===== src/rtl/qt_pkg.sv =====
package qt_pkg;
  localparam int BUS_W = 8;

  typedef struct packed {
    logic ie;         // interrupt enable
    logic cnt_mode;   // 1: count trigger edges
    logic div_hi;     // 1: divide by 256, 0: by 16
    logic rise;       // 1: rising edge active
    logic trig_start; // timer waits for trigger edge
    logic tc_next;    // next write is time constant
    logic stop;       // halt channel
    logic is_ctl;     // 1 marks a control word
  } ctl_t;
endpackage


===== src/rtl/qt_channel.sv =====
module qt_channel
  import qt_pkg::*;
#(
  parameter int PRE_LO_LOG2 = 4,
  parameter int PRE_HI_LOG2 = 8
) (
  input  logic             clk,
  input  logic             rst_n,
  input  logic             wr,
  input  logic [BUS_W-1:0] wdata,
  input  logic             trig,
  input  logic             clr_pend,
  output logic [BUS_W-1:0] cnt,
  output logic             zero,
  output logic             pend,
  output logic             tc_wait
);
  localparam logic [PRE_HI_LOG2-1:0] LIM_LO = PRE_HI_LOG2'((1 << PRE_LO_LOG2) - 1);
  localparam logic [PRE_HI_LOG2-1:0] LIM_HI = '1;

  ctl_t                   ctl_q, ctl_n;
  logic [BUS_W-1:0]       tc_q, tc_n, cnt_q, cnt_n;
  logic [PRE_HI_LOG2-1:0] pre_q, pre_n, lim;
  logic                   run_q, run_n, arm_q, arm_n, tcp_q, tcp_n;
  logic                   zero_q, zero_n, pend_q, pend_n, trig_q;
  logic                   edge_hit, tick;

  always_comb begin
    ctl_n  = ctl_q;
    tc_n   = tc_q;
    cnt_n  = cnt_q;
    pre_n  = pre_q;
    run_n  = run_q;
    arm_n  = arm_q;
    tcp_n  = tcp_q;
    zero_n = 1'b0;
    pend_n = pend_q;
    edge_hit = ctl_q.rise ? (trig & ~trig_q) : (~trig & trig_q);
    lim    = ctl_q.div_hi ? LIM_HI : LIM_LO;
    tick   = run_q && (ctl_q.cnt_mode ? edge_hit : (pre_q == lim));

    if (run_q && !ctl_q.cnt_mode)
      pre_n = (pre_q == lim) ? '0 : pre_q + 1'b1;
    if (arm_q && edge_hit) begin
      arm_n = 1'b0;
      run_n = 1'b1;
      pre_n = '0;
    end
    if (clr_pend) pend_n = 1'b0;
    if (tick) begin
      if (cnt_q == BUS_W'(1)) begin
        cnt_n  = tc_q;
        zero_n = 1'b1;
        if (ctl_q.ie) pend_n = 1'b1;
      end else begin
        cnt_n = cnt_q - 1'b1;
      end
    end

    if (wr) begin
      if (tcp_q) begin
        tc_n  = wdata;
        tcp_n = 1'b0;
        if (!run_q) begin
          cnt_n = wdata;
          pre_n = '0;
          if (ctl_q.cnt_mode || !ctl_q.trig_start) run_n = 1'b1;
          else                                     arm_n = 1'b1;
        end
      end else if (wdata[0]) begin
        ctl_n = ctl_t'(wdata);
        if (wdata[2]) tcp_n = 1'b1;
        if (wdata[1]) begin
          run_n = 1'b0;
          arm_n = 1'b0;
        end
      end
    end
  end

  always_ff @(posedge clk or negedge rst_n) begin
    if (!rst_n) begin
      ctl_q  <= '0;
      tc_q   <= '0;
      cnt_q  <= '0;
      pre_q  <= '0;
      run_q  <= 1'b0;
      arm_q  <= 1'b0;
      tcp_q  <= 1'b0;
      zero_q <= 1'b0;
      pend_q <= 1'b0;
      trig_q <= 1'b0;
    end else begin
      ctl_q  <= ctl_n;
      tc_q   <= tc_n;
      cnt_q  <= cnt_n;
      pre_q  <= pre_n;
      run_q  <= run_n;
      arm_q  <= arm_n;
      tcp_q  <= tcp_n;
      zero_q <= zero_n;
      pend_q <= pend_n;
      trig_q <= trig;
    end
  end

  assign cnt     = cnt_q;
  assign zero    = zero_q;
  assign pend    = pend_q;
  assign tc_wait = tcp_q;
endmodule


===== src/rtl/qt_prio.sv =====
module qt_prio #(
  parameter int NUM_CH = 4,
  localparam int ID_W = $clog2(NUM_CH)
) (
  input  logic [NUM_CH-1:0] pend,
  output logic              any,
  output logic [ID_W-1:0]   id
);
  always_comb begin
    any = |pend;
    id  = '0;
    for (int i = NUM_CH - 1; i >= 0; i--)
      if (pend[i]) id = ID_W'(i);
  end
endmodule


===== src/rtl/quad_timer.sv =====
module quad_timer
  import qt_pkg::*;
#(
  parameter int NUM_CH      = 4,
  parameter int PRE_LO_LOG2 = 4,
  parameter int PRE_HI_LOG2 = 8,
  localparam int ID_W   = $clog2(NUM_CH),
  localparam int NUM_ZC = NUM_CH - 1,
  localparam int BASE_W = BUS_W - ID_W - 1
) (
  input  logic              clk,
  input  logic              rst_n,
  input  logic [ID_W-1:0]   sel,
  input  logic              wr_en,
  input  logic [BUS_W-1:0]  wr_data,
  output logic [BUS_W-1:0]  rd_data,
  input  logic [NUM_CH-1:0] trig,
  output logic [NUM_ZC-1:0] zc,
  output logic              irq,
  output logic [BUS_W-1:0]  irq_vec,
  input  logic              irq_ack
);
  logic [BUS_W-1:0]  cnt_a [NUM_CH];
  logic [NUM_CH-1:0] zero_w, pend_w, tcw_w, clr_w;
  logic [ID_W-1:0]   id_w;
  logic              any_w, base_we;
  logic [BASE_W-1:0] base_q, base_n;

  for (genvar g = 0; g < NUM_CH; g++) begin : g_ch
    assign clr_w[g] = irq_ack && any_w && (id_w == ID_W'(g));
    qt_channel #(
      .PRE_LO_LOG2(PRE_LO_LOG2),
      .PRE_HI_LOG2(PRE_HI_LOG2)
    ) u_ch (
      .clk     (clk),
      .rst_n   (rst_n),
      .wr      (wr_en && (sel == ID_W'(g))),
      .wdata   (wr_data),
      .trig    (trig[g]),
      .clr_pend(clr_w[g]),
      .cnt     (cnt_a[g]),
      .zero    (zero_w[g]),
      .pend    (pend_w[g]),
      .tc_wait (tcw_w[g])
    );
  end

  qt_prio #(.NUM_CH(NUM_CH)) u_prio (
    .pend(pend_w),
    .any (any_w),
    .id  (id_w)
  );

  always_comb begin
    base_we = wr_en && !wr_data[0] && !tcw_w[sel];
    base_n  = base_we ? wr_data[BUS_W-1 -: BASE_W] : base_q;
  end

  always_ff @(posedge clk or negedge rst_n) begin
    if (!rst_n) base_q <= '0;
    else        base_q <= base_n;
  end

  assign rd_data = cnt_a[sel];
  assign zc      = zero_w[NUM_ZC-1:0];
  assign irq     = any_w;
  assign irq_vec = {base_q, id_w, 1'b0};
endmodule


===== config.mk =====
export PLATFORM = sky130hd
export DESIGN_NAME = quad_timer
export DESIGN_NICKNAME = d
export VERILOG_FILES = /design/src/rtl/qt_pkg.sv /design/src/rtl/qt_channel.sv /design/src/rtl/qt_prio.sv /design/src/rtl/quad_timer.sv
export SDC_FILE = /design/constraint.sdc
export NUM_CORES = 1
export LEC_CHECK = 0
export ABC_AREA = 0
export BUFFER_PORTS_ARGS = -buffer_cell sky130_fd_sc_hd__buf_2
export CAP_MARGIN = 20
export CORE_MARGIN = 1
export CORE_UTILIZATION = 49
export DETAILED_ROUTE_END_ITERATION = 8
export PLACE_DENSITY = 0.66
export REMOVE_ABC_BUFFERS = 1
export SLEW_MARGIN = 20
export SYNTH_ARGS = -nofsm -noshare
export SYNTH_HDL_FRONTEND = slang
export SYNTH_SLANG_ARGS = --single-unit

===== constraint.sdc =====
create_clock -name clk -period 2.32 [get_ports clk]
set_input_delay 0.464 -clock clk [delete_from_list [all_inputs] [get_ports clk]]
set_output_delay 0.464 -clock clk [all_outputs]
set_load 0.01 [all_outputs]

; ---- Word level (Yosys, flattened, before mapping)
; Index checks and enable logic that the tools add are counted.
[word_totals]
in_bits = 18
mem_count = 0
rom_bits = 0
elab_cells = 298
mem_bits_rw = 0
register_bits = 144
latch_bits = 0
[op_classes]
magnitude_cmp = 2
n_addsub = 8
shift = 0
bitwise = 21
n_mux = 149
n_reduce_logical = 48
n_mul = 0
eq_ne = 14
div = 0
[op_table]
columns = cell, count
row1 = 8-bit 2-to-1 mux, 50
row2 = 1-bit 2-to-1 mux, 93
row3 = 8-bit by 1-bit adder with 8-bit output (second input constant), 4
row4 = 8-bit by 1-bit == test with 1-bit output (second input constant), 4
row5 = 8-bit == test, 4
row6 = 8-bit by 1-bit subtractor with 8-bit output (second input constant), 4
row7 = 1-bit logical AND, 23
row8 = 8-bit binary-select mux with 2-bit select, 1
row9 = 1-bit NOT, 12
row10 = 3-bit AND reduction, 4
row11 = 1-bit zero test, 10
row12 = 1-bit bitwise AND, 8
row13 = 2-bit == test (second input constant), 4
row14 = 2-bit 2-to-1 mux, 4
row15 = 2-bit AND reduction, 4
row16 = 2-bit by 1-bit == test with 1-bit output (second input constant), 2
row17 = 2-bit zero test, 2
row18 = 1-bit logical OR, 4
row19 = 4-bit OR reduction, 1
row20 = 3-bit greater-or-equal comparator (second input constant), 1
row21 = 2-bit by 3-bit < comparator with 1-bit output (second input constant), 1
row22 = 2-bit NOT with 3-bit output, 1
row23 = 1-bit binary-select mux with 2-bit select, 1

; ---- Logic depth before layout (Yosys ltp)
; Gate-level depths: netlist of run 1.
[depth]
word_depth = 10
ltp_mapped = 8
mapped_depth_nobuf = 7

; ---- Cells and area by module
; Synthesis of run 1 repeated with hierarchy kept, for this count alone.
[hier_totals]
cells_unflattened = 712
hier_area_um2 = 7758.7
[modules_own_cells]
columns = mod, cells_per_inst, n_inst, seq_area_each_um2, area_per_inst_um2
row1 = qt_channel at g_ch[0].u_ch ..., 167, 2, 875.8, 1778.0
row2 = qt_channel at g_ch[2].u_ch, 161, 1, 875.8, 1823.0
row3 = qt_channel at g_ch[3].u_ch, 169, 1, 875.8, 1804.2
row4 = quad_timer, 41, 1, 125.1, 540.5
row5 = qt_prio, 7, 1, 0.0, 35.0

; ---- Least setup slack after synthesis of run 1
; Ideal clock, no wire load.
[synth_timing]
path_kind = input-to-output
from = input sel[1]
to = output rd_data[0]
slack_ps = 170
arrival_ps = 1686
required_time_ps = 1856
stages = 3
path_cell_list = clkbuf_1 -> buf_1 -> mux4_2
[synth_between]
elab_chain_len = 4
[synth_rtl]
columns = item, line
row1 = "start, declared", quad_timer.sv:13  ; input logic [ID_W-1:0] sel,
row2 = 2-bit NOT with 3-bit output (not written as such), quad_timer.sv:64  ; assign rd_data = cnt_a[sel];
row3 = 8-bit binary-select mux with 2-bit select, quad_timer.sv:64
row4 = 8-bit 2-to-1 mux (not written as such) (2 in a row), quad_timer.sv:64
row5 = "end, declared", quad_timer.sv:16  ; output logic [BUS_W-1:0] rd_data,
; Every way passes these cells. The select of a mux whose other input is x is not followed.

; ---- Worst setup path in the final report of run 1
[layout_timing]
from = register g_ch[2].u_ch.cnt_q[4]
to = register g_ch[2].u_ch.cnt_q[3]
[layout_between]
elab_chain_len = 6
[layout_rtl]
columns = item, line
row1 = "start, declared", qt_channel.sv:22  ; logic [BUS_W-1:0] tc_q, tc_n, cnt_q, cnt_n;
row2 = "start signal, assigned", qt_channel.sv:96  ; cnt_q <= cnt_n;
row3 = 8-bit by 1-bit == test with 1-bit output *, qt_channel.sv:51  ; if (cnt_q == BUS_W'(1)) begin
row4 = 8-bit 2-to-1 mux *, qt_channel.sv:51
row5 = 8-bit 2-to-1 mux *, qt_channel.sv:50  ; if (tick) begin
row6 = 8-bit 2-to-1 mux, qt_channel.sv:64  ; if (!run_q) begin
row7 = 8-bit 2-to-1 mux, qt_channel.sv:61  ; if (tcp_q) begin
row8 = 8-bit 2-to-1 mux *, qt_channel.sv:60  ; if (wr) begin
row9 = named net g_ch[2].u_ch.cnt_n[3], qt_channel.sv:22
; Mark *: on every way through the listed nets, which the timed path passes. The rest lies on a longest branch.
; A chain may end at the register's enable or synchronous reset.

==> flow_metrics.py, run 1 <==
metrics = {
    "clock_network": {
        "clk_latency_ns": 0.43,
        "cts.path.max_buffers": 2,
        "cts_tree": "yes",
        "clk_pin_slew_ns": 0.06,
        "htreeDepth": 4,
        "postCtsSetupBuffers": 0,
        "root_buffer": "clkbuf_16",
        "cts_buffers": 17,
        "clock_sinks": 144,
        "hold_buffers": 0,
        "cts_resized": 0,
    },
    "synth": {
        "seq_area_frac_synth_pct": 47.64,
        "synth_enable_flop_cells": 0,
        "syn-cell-area_um2": 7564,
        "async_flop_share_pct": 100.0,
        "netlist_instances": 724,
        "ys_ff_latch": 144,
        "ys.warnings.count": 0,
        "synth_cell_types": 77,
        "synth.avg_cell_area_um2": 10.45,
        "synth-main-ff-cell": "dfrtp_1",
    },
    "sta": {
        "rsz0062_at_grt": "false",
        "setup-violations-final": 0,
        "slew-limit-headroom_pct": 62.82,
        "skew_ns": 0.006921,
        "min_period_ns": 2.216,
        "fmax_mhz": 451.2,
        "drv_slew": 0,
        "fin_crit_sh_pct": 95.53,
        "finalHoldViolations": 0,
        "max_slew.worst_pin.slew_ns": 0.5578,
        "tns_ns": 0,
    },
    "power_and_ir_drop": {
        "seqPwrFrac_pct": 43.8,
        "p_switching_uw": 3517,
        "pwr-share-clk_pct": 28.0,
        "powerDensity_nw_per_um2": 1141,
        "irDropWorstVdd_mv": 0.7504,
        "pwr-share-comb_pct": 28.2,
        "internal_power_uw": 6407,
        "leakage_uw": 0.003902,
        "sw_frac_of_total_pct": 35.44,
    },
    "cells_and_area": {
        "drive_gt1_share_pct": 22.56,
        "mostFrequentLayoutCell": "dfrtp_1",
        "mostFrequentLayoutCells": "dfrtp_1, nor2_1, mux2_2",
        "instances_no_fill": 977,
        "syn_to_final_growth_pct": 15.02,
        "final_nets": 806,
        "n_antenna_cell": 0,
        "fill_cells": 1279,
    },
    "setup_path": {
        "crit_arrival_ns": 2.56,
        "start_kind": "register",
        "reg2reg_from": "g_ch[2].u_ch.cnt[4]",
        "end_kind": "register",
        "cp_top_family": "simple AND/OR/NAND/NOR gates",
        "slowest_delay_ns": 0.58,
        "cp-startpoint": "g_ch[2].u_ch.cnt[4]",
        "worst_ep_required_time_ns": 2.66,
        "path_buf_inv": 0,
        "path_class": "reg2reg",
        "cp_max_fo": 10,
        "cp_slowest_cell": "or4_4",
        "crit_chain": "or4_4, or3_1, and2_0, o21a_1, nor3_2",
    },
    "floorplanning": {
        "rows": 45,
        "num_io_pins": 38,
        "die_x_um": 126.2,
        "coreArea_um2": 15150,
        "die_area_um2": 15940,
        "die_h_um": 126.2,
        "start_util_pct": 49.94,
    },
    "global_route": {
        "antenna_found_initial": 0,
        "grt_pass1_wl_um": 30790,
        "overflow": 0,
        "grt_pass1_vias": 5839,
        "grt_max_degree": 56,
        "grtUsageTotal_pct": 25.26,
    },
    "detailed_routing": {
        "antenna_left": 0,
        "dr.pass1.iters": 5,
        "wl_per_cell_um": 19.29,
        "drc_errors": 0,
        "vias": 5925,
        "initialDrtViolationCount": 496,
        "wirelength_um": 18850,
        "vias_per_cell": 6.064,
    },
    "place": {
        "dp_cells": 945,
        "dpl.hpwl_um": 12960,
        "port_buffers": 36,
        "gp_congestion": 0.8945,
    },
    "run": {
        "max_cap_violations": 0,
    },
    "outcome": {
        "outcome": "completed",
    },
    "hold_path": {
        "hold_class": "in2async",
    },
}
## metal layers
metal	vias up	wire (um)	GRT usage, %
met2	176	9019	40.98
met1	2963	8401	33.27
met3	28	1179	6.882
met5	-	0	0
li1	2758	-	-
met4	0	246	7.158
## power groups by stage
| stage | logic [uW] | registers, uW | clock network [uW] |
|---|---|---|---|
| finish | 2790 | 4350 | 2780 |
| global route | 3090 | 4480 | 2940 |
| CTS | 2800 | 4330 | 2830 |
| detailed placement | 2780 | 4360 | 0 |
| global placement | 2660 | 4310 | 0 |
| floorplan | 2020 | 4040 | 0 |
## final cells by class
class	count	area, um^2	share of cell area (%)
Tap cell	188	235.2	2.704
Multi-Input combinational cell	527	3736	42.95
Clock inverter	13	148.9	1.711
Sequential cell	144	3603	41.42
Timing Repair Buffer	69	459.2	5.278
Clock buffer	19	452.9	5.206
Inverter	17	63.81	0.7335
## cells by family (layout without fill, tap and decap cells)
family | after synthesis | in the layout | synth area share (%)
AO/OA/AOI/OAI | 144 | 144 | 13.00
XOR/XNOR | 29 | 29 | 3.358
adder cells (fa/ha/maj) | 12 | 12 | 1.985
buffers and inverters | 53 | 118 | 3.044
flip-flops | 144 | 144 | 47.64
multiplexers | 76 | 76 | 12.36
other | 1 | 1 | 0.04958
AND/OR/NAND/NOR | 265 | 265 | 18.56
## sequential cells by signal (all words and copies together) (netlist names)
signal,count
g_ch.u_ch.zero,3
g_ch.u_ch.ctl_q,20
base_q,5
g_ch.u_ch.arm_q,4
g_ch.u_ch.tc_q,32
g_ch.u_ch.pend,4
g_ch.u_ch.run_q,4
g_ch.u_ch.tc_wait,4
g_ch.u_ch.pre_q,32
g_ch.u_ch.trig_q,4
g_ch.u_ch.cnt,32
## metrics by stage
| step | hold slack, ns | cell area (um^2) | util, % | power, uW | setup WS [ns] |
|---|---|---|---|---|---|
| 3_5_place_dp | 0.4700 | 8098 | 53.47 | 7140 | 0.1417 |
| 4_1_cts | 0.01472 | 8700 | 57.44 | 9950 | 0.1249 |
| 2_1_floorplan | 0.1684 | 7397 | - | 6063 | -0.2988 |
| 5_1_grt | 0.03580 | 8700 | 57.44 | 10520 | 0.04246 |
| 3_3_place_gp | 0.4550 | 8098 | 53.47 | 6969 | 0.1655 |
| 6_report | 0.001594 | 8700 | 57.44 | 9924 | 0.1036 |
## cell usage after synthesis (all sizes together), types with 10 or more instances
library cell  instances  share of area [%]
inv                  17               0.84
a21oi                37                2.4
dfrtp               144                 48
nor2                 86                4.3
mux2                 59                8.8
nor3                 20                1.4
xnor2                14                1.6
ha                   12                2.0
or3                  10               0.83
buf                  14                1.1
clkbuf               22                1.1
o21ai                25                1.7
nand3                25                1.7
xor2                 15                1.7
nand2                45                2.2
## final timing paths
kind | to | slack, ns | depth (start not counted)
worst min-delay path | g_ch[3].u_ch.pre_q[7] | 0.002 | 1
min in group clk | g_ch[2].u_ch.trig_q | 0.17 | 1
worst max register to register | g_ch[2].u_ch.cnt[3] | 0.10 | 5
max in group asynchronous | g_ch[2].u_ch.tc_wait | 1.60 | 2
worst max-delay path | g_ch[2].u_ch.cnt[3] | 0.10 | 5
worst min register to register | g_ch[1].u_ch.pend | 0.48 | 1
Note: power is estimated with default switching activity, not from simulation.
==> run 2, diff against run 1 <==
Settings changed: CORE_ASPECT_RATIO set to 0.7, SLEW_MARGIN 20 to not set.
==> run 2 against run 1 <==
  * Final cell count up 0.92%
  * Non-clock buffer count increased by 3
  * Sequential cell count is the same
  * Cell area grew 0.47%
  * Core utilization up 1.4 points
  * Critical path depth unchanged
  * Maximum frequency grew 1.8%
  * Combinational power increased by 6%
  * Power grew 1.1%
  * Critical path type unchanged
==> flow_metrics.py, run 2 (synthesized netlist as in run 1, its figures left out) <==
metrics = {
    "outcome": {
        "outcome": "completed",
    },
    "sta": {
        "whs_ns": 0.1716,
        "min_period_ns": 2.176,
        "drv_slew": 0,
        "setup-violations-final": 0,
        "skew_ns": 0.006575,
        "max_slew.worst_pin.slew_ns": 0.5441,
        "worst_slack_ns": 0.1437,
        "fin_crit_sh_pct": 93.80,
        "finalHoldViolations": 0,
        "slew-limit-headroom_pct": 63.72,
        "tns_ns": 0,
        "rsz0062_at_grt": "false",
        "fmax_mhz": 459.5,
    },
    "detailed_routing": {
        "dr.pass1.iters": 6,
        "initialDrtViolationCount": 503,
        "vias_per_cell": 6.153,
        "drc_errors": 0,
        "vias": 6067,
        "antenna_left": 0,
        "wl_per_cell_um": 19.56,
        "wirelength_um": 19280,
    },
    "place": {
        "port_buffers": 36,
        "place_ws_ns": 0.1650,
        "dpl.hpwl_um": 13480,
        "gp_congestion": 0.9506,
    },
    "floorplanning": {
        "die_h_um": 105.9,
        "rows": 37,
        "die_x_um": 150.5,
        "die_area_um2": 15940,
        "start_util_pct": 50.90,
        "coreArea_um2": 14860,
        "num_io_pins": 38,
    },
    "clock_network": {
        "cts_tree": "yes",
        "cts_buffers": 17,
        "root_buffer": "clkbuf_16",
        "clk_pin_slew_ns": 0.06,
        "clk_latency_ns": 0.42,
        "postCtsSetupBuffers": 0,
        "clock_sinks": 144,
        "cts.path.max_buffers": 2,
        "htreeDepth": 4,
    },
    "global_route": {
        "overflow": 0,
        "grt_pass1_wl_um": 31320,
        "grtUsageTotal_pct": 26.34,
        "grt_max_degree": 61,
        "grt_pass1_vias": 5851,
        "antenna_found_initial": 0,
    },
    "setup_path": {
        "path_class": "reg2reg",
        "start_kind": "register",
        "crit_arrival_ns": 2.53,
        "worst_ep_required_time_ns": 2.67,
        "cp_max_fo": 10,
        "end_kind": "register",
    },
    "cells_and_area": {
        "final_core_util_pct": 58.82,
        "mostFrequentLayoutCells": "dfrtp_1, nor2_1, mux2_2",
        "fill_cells": 1244,
        "drive_gt1_share_pct": 22.38,
        "syn_to_final_growth_pct": 15.57,
        "mostFrequentLayoutCell": "dfrtp_1",
        "n_antenna_cell": 0,
        "final_nets": 809,
    },
    "power_and_ir_drop": {
        "p_total_uw": 10040,
        "irDropWorstVdd_mv": 0.6934,
        "powerDensity_nw_per_um2": 1148,
        "leakage_uw": 0.003918,
    },
    "hold_path": {
        "hold_class": "in2reg",
    },
    "run": {
        "max_cap_violations": 0,
    },
}
run 2: cell types whose count changed in the layout (fill, tap and decap cells not counted), sizes merged:
cell,delta
buf,+2
bufinv,+1
clkbuf,+2
clkinv,+2
dlygate4sd3,+1
inv,-6
run 2: final timing paths:
path                                             from                    to  slack (ns)  depth (start not counted)
worst max-delay path              g_ch[2].u_ch.cnt[5]   g_ch[2].u_ch.cnt[3]        0.14                          5
worst min-delay path                          trig[3]   g_ch[3].u_ch.trig_q        0.17                          1
worst max register to register    g_ch[2].u_ch.cnt[5]   g_ch[2].u_ch.cnt[3]        0.14                          5
worst min register to register  g_ch[1].u_ch.ctl_q[7]     g_ch[1].u_ch.pend        0.47                          1
max in group asynchronous                       rst_n  g_ch[2].u_ch.tc_q[1]        1.15                          3
min in group asynchronous                       rst_n  g_ch[3].u_ch.tc_q[6]        0.51                          2
run 2: power by group:
part | internal [uW] | switching, uW | total, uW
sequential | 3350 | 934 | 4290
clock | 1740 | 1050 | 2790
combinational | 1460 | 1510 | 2960
run 2: layout make-up:
cell class	instances	area [um^2]	area share (%)
clock inverter	10	136.4	1.560
multi-input combinational	527	3736	42.74
timing repair buffer	72	496.7	5.683
tap	195	244.0	2.791
inverter	17	63.81	0.7300
clock buffer	21	460.4	5.268
sequential	144	3603	41.23
run 2: metrics by stage:
stage	cells	instance area (um^2)
floorplan	688	7397
global placement	954	8134
detailed placement	954	8134
CTS	986	8741
global route	986	8741
finish	986	8741
run 2: routing by layer:
metal / global-route usage, % / part of all wire (%)
met2: 37.49 / 43
met5: 0 / 0
met3: 6.953 / 8.5
met4: 8.009 / 1.4
met1: 39.01 / 47
run 2: repair_timing:
| action | in CTS | in global routing |
|---|---|---|
| hold buffers | 1 | 0 |
| gates resized for setup | 0 | 0 |
| hold endpoints to repair | 36 | 0 |
run 2: critical path, stage by stage, from the launching register on:
cell     delay [ns]
dfrtp_1        0.47
or4_4          0.56
or3_1          0.49
and2_0         0.24
o21a_1         0.18
nor3_2         0.16
==> run 3, diff against run 2 <==
Settings changed: CTS_BUF_LIST set to sky130_fd_sc_hd__clkbuf_4 sky130_fd_sc_hd__clkbuf_8 sky130_fd_sc_hd__clkbuf_16.
==> run 3 against run 2 <==
  * Non-clock buffer count unchanged
  * Largest power group unchanged
  * Sequential cell count did not move
  * Final cell count did not move
  * Wire length fell by 0.42%
==> flow_metrics.py, run 3 (synthesized netlist as in run 1, its figures left out) <==
metrics = {
    "floorplanning": {
        "die_area_um2": 15940,
        "die_h_um": 105.9,
        "num_io_pins": 38,
        "rows": 37,
        "coreArea_um2": 14860,
        "start_util_pct": 50.90,
        "die_x_um": 150.5,
    },
    "cells_and_area": {
        "final_nets": 809,
        "drive_gt1_share_pct": 22.63,
        "mostFrequentLayoutCell": "dfrtp_1",
        "syn_to_final_growth_pct": 15.67,
        "fin_area_um2": 8748,
        "instances_no_fill": 986,
        "n_antenna_cell": 0,
        "fill_cells": 1244,
        "register_area_um2": 3603,
        "multi_input_area_um2": 3736,
        "mostFrequentLayoutCells": "dfrtp_1, nor2_1, mux2_2",
    },
    "power_and_ir_drop": {
        "leakage_uw": 0.003925,
        "p_total_uw": 10050,
        "powerDensity_nw_per_um2": 1149,
        "irDropWorstVdd_mv": 0.6944,
    },
    "setup_path": {
        "slowest_delay_ns": 0.56,
        "end_kind": "register",
        "crit_chain": "or4_4, or3_1, and2_0, o21a_1, nor3_2",
        "cp_top_family": "simple AND/OR/NAND/NOR gates",
        "path_class": "reg2reg",
        "worst_ep_required_time_ns": 2.67,
        "cp_slowest_cell": "or4_4",
        "cp_max_fo": 10,
        "crit_arrival_ns": 2.52,
        "start_kind": "register",
        "path_buf_inv": 0,
    },
    "outcome": {
        "outcome": "completed",
    },
    "place": {
        "gp_congestion": 0.9506,
        "postPlaceCellArea_um2": 8134,
        "port_buffers": 36,
        "dp_cells": 954,
        "dpl.hpwl_um": 13480,
        "place_ws_ns": 0.1650,
    },
    "global_route": {
        "grt_pass1_vias": 5845,
        "grtUsageTotal_pct": 26.30,
        "antenna_found_initial": 0,
        "grt_max_degree": 61,
        "grt_pass1_wl_um": 31280,
        "overflow": 0,
    },
    "clock_network": {
        "cts_tree": "yes",
        "clk_pin_slew_ns": 0.06,
        "clock_sinks": 144,
        "cts.path.max_buffers": 2,
        "htreeDepth": 4,
        "clk_latency_ns": 0.42,
        "cts_buffers": 17,
        "postCtsSetupBuffers": 0,
        "root_buffer": "clkbuf_16",
    },
    "detailed_routing": {
        "dr.pass1.iters": 5,
        "wirelength_um": 19200,
        "wl_per_cell_um": 19.47,
        "antenna_left": 0,
        "vias": 6067,
        "initialDrtViolationCount": 488,
        "drc_errors": 0,
        "vias_per_cell": 6.153,
    },
    "sta": {
        "slew-limit-headroom_pct": 64.08,
        "max_slew.worst_pin.slew_ns": 0.5388,
        "setup-violations-final": 0,
        "fin_crit_sh_pct": 93.52,
        "rsz0062_at_grt": "false",
        "whs_ns": 0.1743,
        "fmax_mhz": 460.9,
        "worst_slack_ns": 0.1503,
        "min_period_ns": 2.170,
        "skew_ns": 0.008638,
        "finalHoldViolations": 0,
        "drv_slew": 0,
    },
    "hold_path": {
        "hold_class": "in2reg",
    },
    "run": {
        "max_cap_violations": 0,
    },
}
-- run 3: where the power goes --
part | switching [uW] | internal [uW] | total (uW) | leakage (uW)
Sequential | 928 | 3350 | 4280 | 0.00179
Combinational | 1510 | 1460 | 2960 | 0.00184
Clock | 1050 | 1760 | 2810 | 0.000292
Total | 3490 | 6570 | 10100 | 0.00392
-- run 3: final timing paths --
check / from / to / slack (ns) / cells past startpoint
worst max-delay path: g_ch[2].u_ch.cnt[5] / g_ch[2].u_ch.cnt[3] / 0.15 / 5
worst min-delay path: trig[3] / g_ch[3].u_ch.trig_q / 0.17 / 1
worst max register to register: g_ch[2].u_ch.cnt[5] / g_ch[2].u_ch.cnt[3] / 0.15 / 5
worst min register to register: g_ch[1].u_ch.ctl_q[7] / g_ch[1].u_ch.pend / 0.47 / 1
max in group asynchronous: rst_n / g_ch[1].u_ch.tc_q[2] / 1.15 / 3
min in group asynchronous: rst_n / g_ch[3].u_ch.tc_q[6] / 0.51 / 2
-- run 3: routing by layer --
metal	routed length [um]	part of all wire [%]	global-route usage, %	vias to the layer above
li1	-	-	-	2758
met1	9139	48	39.01	3034
met2	8234	43	37.36	246
met3	1569	8.2	6.953	29
met4	259	1.3	8.009	0
met5	0	0	0	-
-- run 3: final cells by class --
class,count,share of cell area [%]
Clock inverter,10,1.559
Sequential cell,144,41.19
Timing Repair Buffer,72,5.678
Tap cell,195,2.789
Multi-Input combinational cell,527,42.71
Clock buffer,21,5.349
Inverter,17,0.7294
-- run 3: timing repair --
item,CTS,global route
endpoints found under the hold margin,36,0
resized for setup,0,0
hold buffers,1,0
-- run 3: stage by stage --
stage,TNS [ns],utilization [%]
final,0,58.87
after global routing,0,58.87
after CTS,0,58.87
after detailed placement,0,54.74
after floorplan,-1.986,-
after global placement,0,54.74
-- run 3: worst register-to-register path, cell delays in order, from the launching register on --
cell     delay [ns]
dfrtp_1        0.47
or4_4          0.56
or3_1          0.49
and2_0         0.24
o21a_1         0.18
nor3_2         0.16
